===== src/rtl/rst_hub_pkg.sv =====
package rst_hub_pkg;
  localparam int unsigned NSRC    = 5;
  localparam int unsigned SRC_PIN = 0;
  localparam int unsigned SRC_WDT = 1;
  localparam int unsigned SRC_POC = 2;
  localparam int unsigned SRC_LVD = 3;
  localparam int unsigned SRC_ILL = 4;

  typedef logic [NSRC-1:0] src_vec_t;

  typedef enum logic [1:0] {
    ST_HOLD   = 2'd0,
    ST_SETTLE = 2'd1,
    ST_RUN    = 2'd2
  } rel_state_t;
endpackage


===== src/rtl/rst_sync2.sv =====
module rst_sync2 #(
  parameter logic INIT = 1'b1
) (
  input  logic clk,
  input  logic rst_n,
  input  logic d,
  output logic q
);
  logic s1_q, s2_q;

  always_ff @(posedge clk or negedge rst_n) begin
    if (!rst_n) begin
      s1_q <= INIT;
      s2_q <= INIT;
    end else begin
      s1_q <= d;
      s2_q <= s1_q;
    end
  end

  assign q = s2_q;
endmodule


===== src/rtl/rst_pin_filter.sv =====
module rst_pin_filter #(
  parameter int unsigned MIN_CYC = 320
) (
  input  logic clk,
  input  logic rst_n,
  input  logic pin_n,
  output logic req
);
  localparam int unsigned CW = $clog2(MIN_CYC + 1);
  localparam logic [CW-1:0] CMAX = CW'(MIN_CYC);

  logic          pin_s;
  logic [CW-1:0] low_cnt_q;

  rst_sync2 #(.INIT(1'b1)) u_sync (
    .clk   (clk),
    .rst_n (rst_n),
    .d     (pin_n),
    .q     (pin_s)
  );

  // Count synchronized low cycles, saturating at the qualification width.
  always_ff @(posedge clk or negedge rst_n) begin
    if (!rst_n) begin
      low_cnt_q <= '0;
    end else if (pin_s) begin
      low_cnt_q <= '0;
    end else if (low_cnt_q != CMAX) begin
      low_cnt_q <= low_cnt_q + 1'b1;
    end
  end

  assign req = (low_cnt_q == CMAX);
endmodule


===== src/rtl/rst_pulse_stretch.sv =====
module rst_pulse_stretch #(
  parameter int unsigned LEN = 64
) (
  input  logic clk,
  input  logic rst_n,
  input  logic strobe,
  output logic req
);
  localparam int unsigned CW = $clog2(LEN + 1);
  localparam logic [CW-1:0] CLEN = CW'(LEN);

  logic [CW-1:0] cnt_q;

  always_ff @(posedge clk or negedge rst_n) begin
    if (!rst_n) begin
      cnt_q <= '0;
    end else if (strobe) begin
      cnt_q <= CLEN;
    end else if (cnt_q != '0) begin
      cnt_q <= cnt_q - 1'b1;
    end
  end

  assign req = (cnt_q != '0);
endmodule


===== src/rtl/rst_release_fsm.sv =====
module rst_release_fsm
  import rst_hub_pkg::*;
#(
  parameter int unsigned STAB_CYC = 256
) (
  input  logic clk,
  input  logic rst_n,
  input  logic any_req,
  output logic in_hold,
  output logic in_run,
  output logic start_new,
  output logic vec_pulse
);
  localparam int unsigned CW = $clog2(STAB_CYC + 1);
  localparam logic [CW-1:0] CLAST = CW'(STAB_CYC - 1);

  rel_state_t    state_q;
  logic [CW-1:0] cnt_q;
  logic          vec_q;
  logic          settle_done;

  assign settle_done = (state_q == ST_SETTLE) && !any_req && (cnt_q == CLAST);

  always_ff @(posedge clk or negedge rst_n) begin
    if (!rst_n) begin
      state_q <= ST_HOLD;
      cnt_q   <= '0;
      vec_q   <= 1'b0;
    end else begin
      vec_q <= settle_done;
      unique case (state_q)
        ST_HOLD: begin
          cnt_q <= '0;
          if (!any_req) state_q <= ST_SETTLE;
        end
        ST_SETTLE: begin
          if (any_req) begin
            state_q <= ST_HOLD;
            cnt_q   <= '0;
          end else if (settle_done) begin
            state_q <= ST_RUN;
          end else begin
            cnt_q <= cnt_q + 1'b1;
          end
        end
        default: begin
          if (any_req) state_q <= ST_HOLD;
        end
      endcase
    end
  end

  assign in_hold   = (state_q == ST_HOLD);
  assign in_run    = (state_q == ST_RUN);
  assign start_new = (state_q == ST_RUN) && any_req;
  assign vec_pulse = vec_q;
endmodule


===== src/rtl/rst_hub.sv =====
module rst_hub
  import rst_hub_pkg::*;
#(
  parameter int unsigned CLK_MHZ    = 32,
  parameter int unsigned PIN_MIN_US = 10,
  parameter int unsigned PULSE_CYC  = 64,
  parameter int unsigned STAB_CYC   = 256
) (
  input  logic            clk,
  input  logic            poc_ok,
  input  logic            pin_rst_n,
  input  logic            lvd_ok,
  input  logic            wdt_ovf,
  input  logic            illegal_op,
  input  logic            debug_mode,
  input  logic            cause_ack,
  output logic            core_rst,
  output logic            osc_stop,
  output logic            ext_clk_en,
  output logic            pins_hiz,
  output logic            port_drive_low,
  output logic            vec_fetch,
  output logic [NSRC-1:0] cause
);
  localparam int unsigned PIN_MIN_CYC = CLK_MHZ * PIN_MIN_US;
  localparam int unsigned NPULSE      = 2;

  logic        rst_n_int;
  logic        lvd_s;
  src_vec_t    req;
  logic [NPULSE-1:0] strobes;
  logic [NPULSE-1:0] pulse_req;
  logic        any_req;
  logic        in_hold, in_run, start_new, vec_pulse;
  src_vec_t    cause_q;

  // Controller reset: asserted asynchronously by power-on-clear, released synchronously.
  rst_sync2 #(.INIT(1'b0)) u_poc_sync (
    .clk   (clk),
    .rst_n (poc_ok),
    .d     (1'b1),
    .q     (rst_n_int)
  );

  rst_pin_filter #(.MIN_CYC(PIN_MIN_CYC)) u_pin (
    .clk   (clk),
    .rst_n (rst_n_int),
    .pin_n (pin_rst_n),
    .req   (req[SRC_PIN])
  );

  rst_sync2 #(.INIT(1'b1)) u_lvd_sync (
    .clk   (clk),
    .rst_n (rst_n_int),
    .d     (lvd_ok),
    .q     (lvd_s)
  );

  assign strobes = {illegal_op & ~debug_mode, wdt_ovf};

  for (genvar g = 0; g < NPULSE; g++) begin : g_stretch
    rst_pulse_stretch #(.LEN(PULSE_CYC)) u_str (
      .clk    (clk),
      .rst_n  (rst_n_int),
      .strobe (strobes[g]),
      .req    (pulse_req[g])
    );
  end

  assign req[SRC_WDT] = pulse_req[0];
  assign req[SRC_ILL] = pulse_req[1];
  assign req[SRC_LVD] = ~lvd_s;
  assign req[SRC_POC] = ~rst_n_int;
  assign any_req      = |req;

  rst_release_fsm #(.STAB_CYC(STAB_CYC)) u_fsm (
    .clk       (clk),
    .rst_n     (rst_n_int),
    .any_req   (any_req),
    .in_hold   (in_hold),
    .in_run    (in_run),
    .start_new (start_new),
    .vec_pulse (vec_pulse)
  );

  // Sticky cause: replaced on a fresh reset or acknowledge, accumulated otherwise.
  always_ff @(posedge clk or negedge rst_n_int) begin
    if (!rst_n_int) begin
      cause_q <= src_vec_t'(1) << SRC_POC;
    end else if (start_new || cause_ack) begin
      cause_q <= req;
    end else begin
      cause_q <= cause_q | req;
    end
  end

  assign core_rst       = ~in_run;
  assign pins_hiz       = ~in_run;
  assign port_drive_low = ~in_run;
  assign osc_stop       = in_hold;
  assign ext_clk_en     = ~in_hold;
  assign vec_fetch      = vec_pulse;
  assign cause          = cause_q;
endmodule


===== config.mk =====
export PLATFORM = sky130hd
export DESIGN_NAME = rst_hub
export DESIGN_NICKNAME = d
export VERILOG_FILES = /design/src/rtl/rst_hub_pkg.sv /design/src/rtl/rst_sync2.sv /design/src/rtl/rst_pin_filter.sv /design/src/rtl/rst_pulse_stretch.sv /design/src/rtl/rst_release_fsm.sv /design/src/rtl/rst_hub.sv
export SDC_FILE = /design/constraint.sdc
export NUM_CORES = 1
export LEC_CHECK = 0
export BUFFER_PORTS_ARGS = -buffer_cell sky130_fd_sc_hd__buf_2
export CORE_UTILIZATION = 50
export CTS_BUF_LIST = sky130_fd_sc_hd__clkbuf_4 sky130_fd_sc_hd__clkbuf_8 sky130_fd_sc_hd__clkbuf_16
export CTS_CLUSTER_SIZE = 16
export DETAILED_ROUTE_END_ITERATION = 12
export HOLD_SLACK_MARGIN = 0.03
export PLACE_DENSITY = 0.71
export SLEW_MARGIN = 20
export SYNTH_ARGS = -nofsm -noshare
export SYNTH_HDL_FRONTEND = slang
export SYNTH_SLANG_ARGS = --single-unit

===== constraint.sdc =====
create_clock -name clk -period 1.4 [get_ports clk]
set_input_delay 0.21 -clock clk [delete_from_list [all_inputs] [get_ports clk]]
set_output_delay 0.21 -clock clk [all_outputs]
set_load 0.1 [all_outputs]

==> results.md, run 1 <==
Run status:
- The run finished, with violations left.
- The checks that failed: negative setup slack.

Setup path:
- The element type at the critical path start is a register.
- The setup path with the least slack is of type register to register.
- The critical path endpoint category is a register.
- The worst endpoint required time is approximately 1.6 ns.
- Data on the critical path arrives at its endpoint at between 2 and 2.5 ns.
- The peak fanout along the critical path is 3.
- The startpoint identified for the worst register-to-register timing path is u_fsm.cnt_q[1].
- The launch point of the worst path is u_fsm.cnt_q[1].

Timing:
- The relative slew slack is 66.70%.
- The actual slew at the worst max-slew pin is 0.4985 ns.
- The post-route worst hold slack is roughly 0.15 ns.
- Setup repair after global routing could not meet its margin everywhere.
- The part of the cycle the worst path needs is 134.9%.
- The final count of pins violating max slew is 0.
- The worst path in the final design needs a cycle of approximately 1.9 ns, including I/O delays and setup.
- The final-report hold violation count was 0.
- The setup violation total in the final timing report is 36.
- Static timing analysis puts the maximum clock frequency at between 500 and 600 MHz.
- In the post-route analysis, the smallest setup slack over all paths is -0.4887 ns.
- On the final layout, the worst clock skew is 0.01236 ns.

Layout:
- The net count reported at finish is between 300 and 400.
- Counting the fill cells in the layout gives between 200 and 250.
- The final standard cell area without fillers is around 3500 um^2.
- The post-synthesis to final-layout area growth is 52.24%.
- The area used by multi-input combinational logic is roughly 1300 um^2.
- 0 antenna diodes ended up in the layout.
- The share of post-route cells with drive strength above 1 is 49.37%.
- Registers take roughly 1200 um^2.

Yosys:
- The synthesized design contains 0 enable-type register cells.
- The count of unique library cells instantiated by Yosys is 46.
- Yosys attributes the largest share of cell area to sky130_fd_sc_hd__dfrtp_1 (44%), sky130_fd_sc_hd__dfstp_2 (5.7%), sky130_fd_sc_hd__nor2_1 (4.5%).
- The number of nets produced by synthesis is 247.
- The library cell with the largest summed area after synthesis is sky130_fd_sc_hd__dfrtp_1.
- The cell with the most instances after synthesis is sky130_fd_sc_hd__dfrtp_1.
- The synthesized netlist occupies a cell area of ~2300 um^2.
- The most used flip-flop cell after synthesis is sky130_fd_sc_hd__dfrtp_1.
- The Yosys step of the flow raised 0 warnings.
- For this run, the register share of the synthesized area comes to between 50% and 60%.
- In the synthesized netlist, mux cells make up between 1 and 1.5% of the area.
- Of all flip-flops after synthesis, the portion carrying an async set or reset was 100.0%.
- After synthesis the netlist holds a flip-flop and latch count of 46.
- In this run the biggest area consumer among cell types represents between 40 and 50% of the synthesized area.
- The simple-gate share of the synthesized area is 24.01%.
- Of the total synthesized cell area, the portion taken by full adders, half adders and majority gates is under 10%.
- The synthesized-area fraction occupied by ao, oa, aoi and oai cells is under 10%.
- The cell count after synthesis came out at 231.
- The synthesized netlist devotes under 10% of its cell area to XOR and XNOR gates.
- Dividing the synthesized area by the synthesized cell count gives 10.02 um^2.
- The main combinational cell family by area after synthesis is simple AND/OR/NAND/NOR gates.
- The commonest cells after synthesis are sky130_fd_sc_hd__dfrtp_1 (41), sky130_fd_sc_hd__nor2_1 (28), sky130_fd_sc_hd__nand3_1 (14).

Power and ir drop:
- The static leakage is ~1.6 nW.
- The power per cell area is 1377 nW/um^2.
- The maximum VDD drop is ~1100 uV.
- The share of total power in the clock network is approximately a fifth.
- Net switching is about 34% of the power.
- The net switching power is between 1.5 and 2 mW.
- Internal power comes to around 3.2 mW.
- Combinational logic is responsible for 44.0% of the overall power.
- The sequential fraction of design power is around a third.

Clock network:
- The total clock buffers created by CTS is 5.
- Clock-pin slew was measured on the worst setup and hold paths at about 0.090 ns.
- The clock tree synthesis step divided the H-tree into 2 levels.
- The insertion delay of the later-clocked pin in the worst-skew pair is 0.30 ns.
- The tree is rooted in a sky130_fd_sc_hd__clkbuf_8.
- The CTS tree is built.
- The number of clock sinks seen by CTS is 46.
- The maximum clock insertion buffer count is 2.

Hold path:
- The path class of the tightest hold or removal check is input pin to register.
- The worst hold path startpoint is wdt_ovf.

Place:
- Routability-driven placement finished with a final weighted congestion of slightly above 0.8.
- In this run the cell area measured after placement is ~3000 um^2.
- The final HPWL from detailed placement is 3475 um.
- The count of buffers from port buffering is 18.
- Before CTS, the worst setup slack after placement is -0.4971 ns.

Run:
- Max-cap violations in this run came to 0.

GRT:
- The via count of the first global-routing pass is 2030.
- Summed over all layers, the global routing overflow is 0.
- The initial antenna violation count is 0.
- The wire length of the first global-routing pass is just over 9000 um.
- Entering global routing, the biggest net connects 26 pins.
- Global routing used between 20% and 30% of the available tracks across all layers.

Route:
- For this run, design rule violations remaining after detail routing come to 0.
- After the first detailed-routing iteration, the DRC count stood at 85.
- After detailed routing, the total wire length is 6054 um.
- Before antenna repair, the detailed router went through 4 iterations.
- After detailed routing, the average wire length per cell comes to around 16 um.
- The final route contains between 2000 and 2500 vias.
- The detail route stage leaves a number of antenna-violating nets equal to 0.
- The per-cell via count in the routed design is ~5.5.

Floorplanning:
- The site row count is 24.
- The initial core utilization is 52.41%.
- The floorplan die width is approximately 70 um.
- The core region area is around 4400 um^2.
- 19 I/O pins were placed.
- The die covers 4903 um^2.
- The die span in y is 70.02 um.
critical path: stages (launching register included):
cell and delay, ns:
sky130_fd_sc_hd__dfrtp_1 0.40, sky130_fd_sc_hd__ha_2 0.20, sky130_fd_sc_hd__nand3_2 0.07, sky130_fd_sc_hd__nor3_2 0.05, sky130_fd_sc_hd__ha_2 0.17, sky130_fd_sc_hd__nand4b_1 0.22, sky130_fd_sc_hd__buf_4 0.18, sky130_fd_sc_hd__and2_1 0.14
sky130_fd_sc_hd__a32oi_1 0.24, sky130_fd_sc_hd__o31ai_2 0.10
stage by stage:
stage	util, %	instances	setup TNS [ns]	total power, mW
6_report	79.79	370	-10.99	4.850
5_1_grt	79.79	370	-13.29	5.120
4_1_cts	75.60	364	-10.53	4.504
3_5_place_dp	67.32	341	-10.19	3.185
3_3_place_gp	67.32	341	-9.226	3.133
2_1_floorplan	-	231	-9.482	2.720
metal layers:
layer	vias to the layer above	wire (um)	global-route usage [%]
li1	964	-	-
met3	10	190	4.185
met1	1000	2678	30.31
met4	0	116	10.00
met5	-	0	0
met2	44	3069	40.06
final cells by class:
type | instances | share of cell area, %
Timing Repair Buffer | 90 | 22.27
Clock buffer | 6 | 2.167
Inverter | 13 | 1.492
Multi-Input combinational cell | 161 | 38.19
Tap cell | 52 | 1.847
Sequential cell | 46 | 32.97
Clock inverter | 2 | 1.066
layout by cell type, fill, tap and decap left out, drive strengths merged, types with 6 or more instances in the layout:
cell type and instances:
a21oi 6, buf 87, clkbuf 6, dfrtp 41, ha 8, inv 12, nand2 13, nand2b 12
nand3 14, nor2 28, nor3 7, o211ai 7, o21ai 9, xor2 12
registers in the layout, indices dropped and copies added, names as in the netlist:
| name | count |
|---|---|
| cause | 5 |
| g_stretch.u_str.cnt_q | 14 |
| u_fsm.cnt_q | 9 |
| u_fsm.state_q | 2 |
| u_fsm.vec_pulse | 1 |
| u_lvd_sync.q | 1 |
| u_lvd_sync.s1_q | 1 |
| u_pin.low_cnt_q | 9 |
| u_pin.u_sync.q | 1 |
| u_pin.u_sync.s1_q | 1 |
| u_poc_sync.q | 1 |
| u_poc_sync.s1_q | 1 |
kinds of logic (layout without fill, tap and decap cells):
logic type,Yosys count,after routing
compound gates,34,34
xor+xnor,15,15
fa+ha+maj,8,8
buf+inv,24,111
flops,46,46
mux,3,3
other cells,1,1
simple gates,100,100
what timing repair did:
item | CTS | global route
hold buffers | 3 | 0
setup endpoints to repair | 37 | 39
hold endpoints to repair | 4 | 0
gates resized for setup | 32 | 32
buffers inserted | 12 | 9
pin swaps | 17 | 19
power groups by stage:
stage	registers (mW)	clock network (mW)	logic, mW
2_1_floorplan	1.78	0	0.944
3_3_place_gp	1.70	0	1.43
3_5_place_dp	1.71	0	1.48
4_1_cts	1.69	1.02	1.79
5_1_grt	1.72	1.08	2.31
6_report	1.71	1.01	2.13
final timing paths:
check	end	slack (ns)	depth (start not counted)
worst max-delay path	u_fsm.cnt_q[3]	-0.49	9
worst min-delay path	g_stretch[0].u_str.cnt_q[0]	0.15	2
worst max register to register	u_fsm.cnt_q[3]	-0.49	9
worst min register to register	u_fsm.state_q[0]	0.33	1
max in group asynchronous	u_pin.u_sync.s1_q	0.76	1
min in group asynchronous	u_poc_sync.s1_q	0.22	2
Power figures use the tool's default switching activity.
==> run 2, diff against run 1 <==
--- a/config.mk
+++ b/config.mk
@@ -6,6 +6,7 @@
 export NUM_CORES = 1
 export LEC_CHECK = 0
 export BUFFER_PORTS_ARGS = -buffer_cell sky130_fd_sc_hd__buf_2
+export CORE_MARGIN = 1
 export CORE_UTILIZATION = 50
 export CTS_BUF_LIST = sky130_fd_sc_hd__clkbuf_4 sky130_fd_sc_hd__clkbuf_8 sky130_fd_sc_hd__clkbuf_16
 export CTS_CLUSTER_SIZE = 16
@@ -16,3 +17,4 @@
 export SYNTH_ARGS = -nofsm -noshare
 export SYNTH_HDL_FRONTEND = slang
 export SYNTH_SLANG_ARGS = --single-unit
+export TNS_END_PERCENT = 20
==> run 2 against run 1 <==
Effect of this change: the flow still finishes with violations (negative setup slack); clock skew down 0.0083 ns; first-iteration DRC count up 7.1%; count of clock-buffer cells in the layout down 1; design area down 8.9%; largest power group is now sequential cells.
==> results.md, run 2 (synthesis results as in run 1) <==
Floorplanning:
- The full die area is 4903 um^2 (unchanged).
- The floorplan die width is 70.02 um (unchanged).
- The die span in y is 70.02 um (unchanged).
- The number of top-level pins came to 19 (unchanged).
- The site row count is 24 (unchanged).
- The core region area is 4414 um^2 (unchanged).
- The initial core utilization is 52.41% (unchanged).

Power and ir drop:
- The sequential fraction of design power came to 40.9% (was 35.2%).
- The power per cell area is 1281 nW/um^2 (was 1377 nW/um^2).
- The maximum VDD drop is 997.0 uV (was 1130 uV).
- The combinational power share is 39.3% (was 44.0%).
- The share of total power consumed by net switching is 34.57% (was 34.33%).
- The static leakage is 1.453 nW (was 1.601 nW).
- The share of total power in the clock network is 19.7% (was 20.8%).
- The internal portion of total power is 2.690 mW (was 3.185 mW).
- The net switching power came to 1.421 mW (was 1.665 mW).

Clock network:
- The CTS clock-pin slew for the worst setup and hold paths is 0.08 ns (was 0.09 ns).
- The number of clock sinks seen by CTS is 46 (unchanged).
- The H-tree depth is 2 (unchanged).
- The master cell of the clock root buffer is sky130_fd_sc_hd__clkbuf_8 (unchanged).
- The CTS tree is built (unchanged).
- The insertion delay of the later-clocked pin in the worst-skew pair was 0.30 ns (about the same).
- The total clock buffers created by CTS is 5 (unchanged).
- The maximum clock insertion buffer count was 2 (unchanged).

Route:
- The routed wire length is 4587 um (was 6054 um).
- The routed length per placed instance was 12.88 um (was 16.36 um).
- The iteration count of the initial detailed-routing pass was 4 (unchanged).
- The starting DRC count in detailed routing is 91 (was 85).
- The per-cell via count in the routed design was 5.219 (was 5.454).
- The post-route antenna net violation count was 0 (unchanged).
- The via count is 1858 (was 2018).
- The DRC violation count after routing is 0 (unchanged).

Timing:
- The post-route clock skew is 0.004071 ns (was 0.01236 ns).
- The part of the cycle the worst path needs is 134.6% (was 134.9%).
- The final-report hold violation count is 0 (unchanged).
- The worst setup margin is -0.4840 ns (was -0.4887 ns).
- The final critical-path required period was 1.884 ns (was 1.889 ns).
- The setup violation total in the final timing report is 31 (was 36).
- The final count of pins violating max slew is 0 (unchanged).
- The sum of negative setup slack is -9.619 ns (was -10.99 ns).
- The maximum frequency from static timing analysis is 530.8 MHz (was 529.5 MHz).
- Setup repair after global routing missed its margin: true (unchanged).

Run:
- The number of violations of the max-capacitance limit is 0 (unchanged).

GRT:
- The via count of the first global-routing pass is 1857 (was 2030).
- The total track usage is 20.40% (was 23.83%).
- The pin count of the biggest net entering global routing came to 28 (was 26).
- The initial antenna violation count is 0 (unchanged).
- The wire length of the first global-routing pass is 7935 um (was 9197 um).
- The leftover overflow at the end of global routing came to 0 (unchanged).

Layout:
- The share of post-route cells with drive strength above 1 is 39.80% (was 49.37%).
- The flip-flop count of the largest register after layout is 14 (unchanged).
- The net count reported at finish was 319 (was 333).
- Largest registers: g_stretch.u_str.cnt_q x14, u_fsm.cnt_q x9, u_pin.low_cnt_q x9 (unchanged).
- Most used cells in the layout excluding fill and tap cells: sky130_fd_sc_hd__buf_4 (50), sky130_fd_sc_hd__dfrtp_1 (39), sky130_fd_sc_hd__nor2_1 (27) (was sky130_fd_sc_hd__buf_4 (54), sky130_fd_sc_hd__dfrtp_1 (40), sky130_fd_sc_hd__nor2_1 (24)).
- The most common cell after layout, fill and taps aside is sky130_fd_sc_hd__buf_4 (unchanged).
- The post-synthesis to final-layout area growth is 38.72% (was 52.24%).
- The number of diodes is 0 (unchanged).
- The register containing the most flip-flops in the final layout was g_stretch.u_str.cnt_q (unchanged).
- The share of the core filled with cells is 72.70% (was 79.79%).

Setup path:
- The signal arrival time at the worst endpoint was 2.06 ns (was 2.07 ns).
- The dominant delay contributor by cell family on the critical path was simple AND/OR/NAND/NOR gates (unchanged).
- Cell-by-cell listing of the critical path: ha_2, nand3_2, nor3_1, ha_2, nand4b_1, buf_4, and2_1, a32oi_1, o31ai_2 (was ha_2, nand3_2, nor3_2, ha_2, nand4b_1, buf_4, and2_1, a32oi_1, o31ai_2).
- The critical path's most frequent cell is sky130_fd_sc_hd__ha_2 (unchanged).
- The element type at the critical path start is a register (unchanged).
- The critical path endpoint category is a register (unchanged).
- The peak fanout along the critical path is 3 (unchanged).
- The number of buffer and inverter stages on the critical path came to 1 (unchanged).
- The classification of the worst setup path was register to register (unchanged).
- The worst endpoint required time is 1.58 ns (about the same).
- The highest cell delay on the worst timing path is 0.40 ns (about the same).
- The critical-path cell with the highest stage delay is sky130_fd_sc_hd__dfrtp_1 (unchanged).

Place:
- The count of buffers from port buffering came to 18 (unchanged).
- The final HPWL from detailed placement is 3279 um (was 3475 um).
- The final estimated routing congestion in global placement is 0.8053 (was 0.8077).

Run status:
- Outcome: finished with violations (unchanged).
- Violations in the final reports: negative setup slack (unchanged).

Hold path:
- The classification of the worst-slack hold path is input pin to register (unchanged).
-- run 2: cell types whose count changed in the layout (fill, tap and decap cells not counted), sizes merged --
| cell | previous run | this run |
|---|---|---|
| bufinv | 1 | 0 |
| clkbuf | 6 | 5 |
| clkinv | 0 | 2 |
| buf | 87 | 73 |
-- run 2: final timing paths --
| path | start | endpoint | cells past startpoint | slack (ns) |
|---|---|---|---|---|
| setup / recovery | u_fsm.cnt_q[1] | u_fsm.cnt_q[3] | 9 | -0.48 |
| setup reg to reg | u_fsm.cnt_q[1] | u_fsm.cnt_q[3] | 9 | -0.48 |
| hold / removal | wdt_ovf | g_stretch[0].u_str.cnt_q[2] | 2 | 0.14 |
| min in group asynchronous | poc_ok | u_poc_sync.q | 2 | 0.21 |
| max in group asynchronous | u_poc_sync.q | u_pin.u_sync.q | 1 | 0.75 |
| hold reg to reg | u_poc_sync.q | cause[3] | 1 | 0.31 |
-- run 2: timing repair --
| item | 4_1_cts | 5_1_grt |
|---|---|---|
| buffers inserted | 3 | 0 |
| resized for setup | 20 | 10 |
| endpoints found under the hold margin | 4 | 0 |
| pin swaps | 13 | 8 |
| hold buffers | 3 | 0 |
| endpoints found under the setup margin | 37 | 38 |
-- run 2: per-stage QoR --
stage | std cells | instance area, um^2 | worst slack, ns | power (mW) | hold slack, ns
final | 356 | 3209 | -0.4840 | 4.111 | 0.1400
after global routing | 356 | 3209 | -0.5760 | 4.370 | 0.1403
after CTS | 356 | 3164 | -0.4581 | 4.076 | 0.1326
after detailed placement | 342 | 2938 | -0.5114 | 3.135 | 0.001924
after global placement | 342 | 2938 | -0.4525 | 3.090 | -0.0009153
after floorplan | 231 | 2387 | -0.5041 | 2.636 | -0.08559
-- run 2: final cells by class --
cell class | count | area [um^2]
clock buffer | 5 | 68.82
clock inverter | 3 | 21.27
fill | 312 | 1205
inverter | 13 | 52.55
multi-input combinational | 161 | 1197
sequential | 46 | 1162
tap | 52 | 65.06
timing repair buffer | 76 | 641.9
-- run 2: layer usage --
metal	part of all wire [%]	GRT usage, %	routed length [um]	vias to the layer above
met5	0	0	0	-
met4	0.83	4.667	38	0
met3	3.3	5.339	150	5
met2	49	34.83	2258	24
met1	47	25.98	2140	889
li1	-	-	-	940
-- run 2: power groups by stage --
stage	combinational [mW]	sequential (mW)	clock, mW
3_5_place_dp	1.43	1.71	0
5_1_grt	1.77	1.71	0.889
6_report	1.62	1.68	0.812
2_1_floorplan	0.861	1.78	0
3_3_place_gp	1.39	1.70	0
4_1_cts	1.57	1.68	0.831
==> run 3, diff against run 2 <==
--- a/config.mk
+++ b/config.mk
@@ -6,13 +6,16 @@
 export NUM_CORES = 1
 export LEC_CHECK = 0
 export BUFFER_PORTS_ARGS = -buffer_cell sky130_fd_sc_hd__buf_2
+export CAP_MARGIN = 15
+export CELL_PAD_IN_SITES_DETAIL_PLACEMENT = 0
+export CELL_PAD_IN_SITES_GLOBAL_PLACEMENT = 2
 export CORE_MARGIN = 1
-export CORE_UTILIZATION = 50
+export CORE_UTILIZATION = 34
 export CTS_BUF_LIST = sky130_fd_sc_hd__clkbuf_4 sky130_fd_sc_hd__clkbuf_8 sky130_fd_sc_hd__clkbuf_16
 export CTS_CLUSTER_SIZE = 16
 export DETAILED_ROUTE_END_ITERATION = 12
 export HOLD_SLACK_MARGIN = 0.03
-export PLACE_DENSITY = 0.71
+export PLACE_DENSITY_LB_ADDON = 0.1
 export SLEW_MARGIN = 20
 export SYNTH_ARGS = -nofsm -noshare
 export SYNTH_HDL_FRONTEND = slang
==> run 3 against run 2 <==
Effect of this change: the run ends with design-rule violations, negative setup slack left; power rose by 14%; sequential share of layout area fell by 2.0 points; clock power rose by 50%; critical path type unchanged; register-to-register slack improved by 0.05 ns; hold slack improved by 0.0030 ns; sequential cell count did not move.
==> results.md, run 3 (synthesis results as in run 1) <==
Timing:
- The post-route worst hold slack is 0.1430 ns (was 0.1400 ns).
- The final count of pins violating max slew came to 0 (unchanged).
- Setup repair after global routing missed its margin: true (unchanged).
- The final critical-path required period was 1.836 ns (was 1.884 ns).
- The final-report hold violation count is 0 (unchanged).
- The worst setup margin was -0.4363 ns (was -0.4840 ns).
- The setup violation total in the final timing report is 35 (was 31).
- The maximum frequency from static timing analysis is 544.6 MHz (was 530.8 MHz).
- The post-route clock skew is 0.01061 ns (was 0.004071 ns).
- The part of the cycle the worst path needs is 131.2% (was 134.6%).

Setup path:
- The dominant delay contributor by cell family on the critical path is simple AND/OR/NAND/NOR gates (unchanged).
- The critical-path cell with the highest stage delay was sky130_fd_sc_hd__or4b_4 (was sky130_fd_sc_hd__dfrtp_1).
- The classification of the worst setup path is register to register (unchanged).
- The launch point of the worst path is g_stretch[1].u_str.cnt_q[0] (was u_fsm.cnt_q[1]).
- The element type at the critical path start was a register (unchanged).
- The slack of the worst reg-to-reg path was -0.44 ns (was -0.48 ns).
- The number of cells on the critical path is 7 (was 9).
- The worst reg2reg path depth came to 7 (was 9).
- The critical path endpoint category is a register (unchanged).
- The signal arrival time at the worst endpoint is 2.07 ns (was 2.06 ns).
- The peak fanout along the critical path is 3 (unchanged).
- The worst endpoint required time is 1.63 ns (was 1.58 ns).
- Cell-by-cell listing of the critical path: inv_2, ha_4, or4b_4, nor3_4, buf_6, mux2_4, nor2_4 (was ha_2, nand3_2, nor3_1, ha_2, nand4b_1, buf_4, and2_1, a32oi_1, o31ai_2).
- The critical register-to-register path startpoint is g_stretch[1].u_str.cnt_q[0] (was u_fsm.cnt_q[1]).
- The number of buffer and inverter stages on the critical path was 2 (was 1).
- The highest cell delay on the worst timing path came to 0.50 ns (was 0.40 ns).

Clock network:
- The master cell of the clock root buffer is sky130_fd_sc_hd__clkbuf_8 (unchanged).
- The maximum clock insertion buffer count came to 2 (unchanged).
- The CTS clock-pin slew for the worst setup and hold paths was 0.08 ns (about the same).
- The H-tree depth came to 2 (unchanged).
- The insertion delay of the later-clocked pin in the worst-skew pair is 0.30 ns (about the same).
- The CTS tree was built (unchanged).
- The number of clock sinks seen by CTS is 46 (unchanged).
- The total clock buffers created by CTS is 5 (unchanged).

Route:
- The post-route antenna net violation count is 0 (unchanged).
- The routed wire length came to 4881 um (was 4587 um).
- The per-cell via count in the routed design is 4.774 (was 5.219).
- The via count is 1862 (was 1858).
- The routed length per placed instance is 12.52 um (was 12.88 um).
- The iteration count of the initial detailed-routing pass was 8 (was 4).
- The starting DRC count in detailed routing is 75 (was 91).
- The DRC violation count after routing is 2 (was 0).

Layout:
- The register containing the most flip-flops in the final layout is g_stretch.u_str.cnt_q (unchanged).
- Most used cells in the layout excluding fill and tap cells: sky130_fd_sc_hd__buf_4 (57), sky130_fd_sc_hd__dfrtp_1 (39), sky130_fd_sc_hd__nor2_1 (26) (was sky130_fd_sc_hd__buf_4 (50), sky130_fd_sc_hd__dfrtp_1 (39), sky130_fd_sc_hd__nor2_1 (27)).
- The flip-flop count of the largest register after layout is 14 (unchanged).
- The most common cell after layout, fill and taps aside is sky130_fd_sc_hd__buf_4 (unchanged).
- The net count reported at finish is 328 (was 319).
- The share of post-route cells with drive strength above 1 is 42.49% (was 39.80%).
- The number of diodes is 0 (unchanged).
- The count of filler cells inserted in the layout is 598 (was 312).
- The final non-filler cell total came to 390 (was 356).
- The post-synthesis to final-layout area growth is 46.94% (was 38.72%).
- Largest registers: g_stretch.u_str.cnt_q x14, u_fsm.cnt_q x9, u_pin.low_cnt_q x9 (unchanged).

Floorplanning:
- The initial core utilization is 35.82% (was 52.41%).
- The core region area is 6459 um^2 (was 4414 um^2).
- The floorplan die width came to 84.49 um (was 70.02 um).
- The site row count is 29 (was 24).
- The die span in y is 84.49 um (was 70.02 um).
- The full die area is 7139 um^2 (was 4903 um^2).
- The number of top-level pins is 19 (unchanged).

Power and ir drop:
- The maximum VDD drop is 907.9 uV (was 997.0 uV).
- The power per cell area is 1374 nW/um^2 (was 1281 nW/um^2).
- The static leakage was 1.530 nW (was 1.453 nW).

Run status:
- Outcome: finished with violations (unchanged).
- Violations in the final reports: design-rule violations, negative setup slack (was negative setup slack).

Place:
- The final HPWL from detailed placement is 3611 um (was 3279 um).
- The worst setup timing slack at the placement stage is -0.4958 ns (was -0.5114 ns).
- The number of placed cells counting well taps is 372 (was 342).
- The count of buffers from port buffering is 18 (unchanged).
- The final estimated routing congestion in global placement came to 0.7926 (was 0.8053).

Hold path:
- The number of cells on the worst hold path is 2 (unchanged).
- The classification of the worst-slack hold path was input pin to register (unchanged).
- The worst hold path startpoint is wdt_ovf (unchanged).

Run:
- The number of violations of the max-capacitance limit is 0 (unchanged).

GRT:
- The via count of the first global-routing pass came to 1910 (was 1857).
- The wire length of the first global-routing pass is 8735 um (was 7935 um).
- The leftover overflow at the end of global routing is 0 (unchanged).
- The fraction of met1 tracks used by global routing is 19.23% (was 25.98%).
- The pin count of the biggest net entering global routing came to 28 (unchanged).
- The met2 global-route usage is 27.12% (was 34.83%).
- The total track usage is 15.43% (was 20.40%).
- The initial antenna violation count is 0 (unchanged).
- The met3 global-route usage is 3.245% (was 5.339%).
- The most utilized layer in the global route result is met2 (unchanged).
[run 3: layout make-up]
class	instances	area, um^2	share of cell area (%)
well taps	77	96.34	2.834
clock inverters	2	60.06	1.767
flip-flops and latches	46	1162	34.19
multi-input cells	161	1229	36.14
repair buffers	85	716.9	21.09
inverters	13	52.55	1.546
clock buffers	6	82.58	2.429
[run 3: where the power goes]
part / switching (mW) / internal [mW]
clock network: 0.462 / 0.762
logic: 0.856 / 0.901
registers: 0.159 / 1.53
[run 3: path summary, 6_finish.rpt]
kind | to
max | g_stretch[1].u_str.cnt_q[1]
min | g_stretch[0].u_str.cnt_q[0]
max reg2reg | g_stretch[1].u_str.cnt_q[1]
min reg2reg | g_stretch[1].u_str.cnt_q[4]
max in group asynchronous | cause[2]
min in group asynchronous | u_poc_sync.s1_q
[run 3: repair_timing]
item	CTS	global route
resized for setup	25	15
gates cloned	0	0
setup endpoints to repair	37	39
endpoints found under the hold margin	4	0
hold buffers	3	0
setup buffers	4	3
pin swaps	17	9
[run 3: through the flow]
stage / power [mW] / setup TNS, ns / util [%] / area, um^2
2_1_floorplan: 2.636 / -10.47 / - / 2387
3_3_place_gp: 3.166 / -10.69 / 46.55 / 3007
3_5_place_dp: 3.163 / -10.57 / 46.55 / 3007
4_1_cts: 4.609 / -9.839 / 51.34 / 3316
5_1_grt: 5.005 / -11.84 / 52.63 / 3400
6_report: 4.670 / -8.744 / 52.63 / 3400
[run 3: layer usage]
layer	wire length [um]	vias up
li1	-	956
met1	2261	887
met2	2461	14
met3	107	5
met4	51	0
met5	0	-
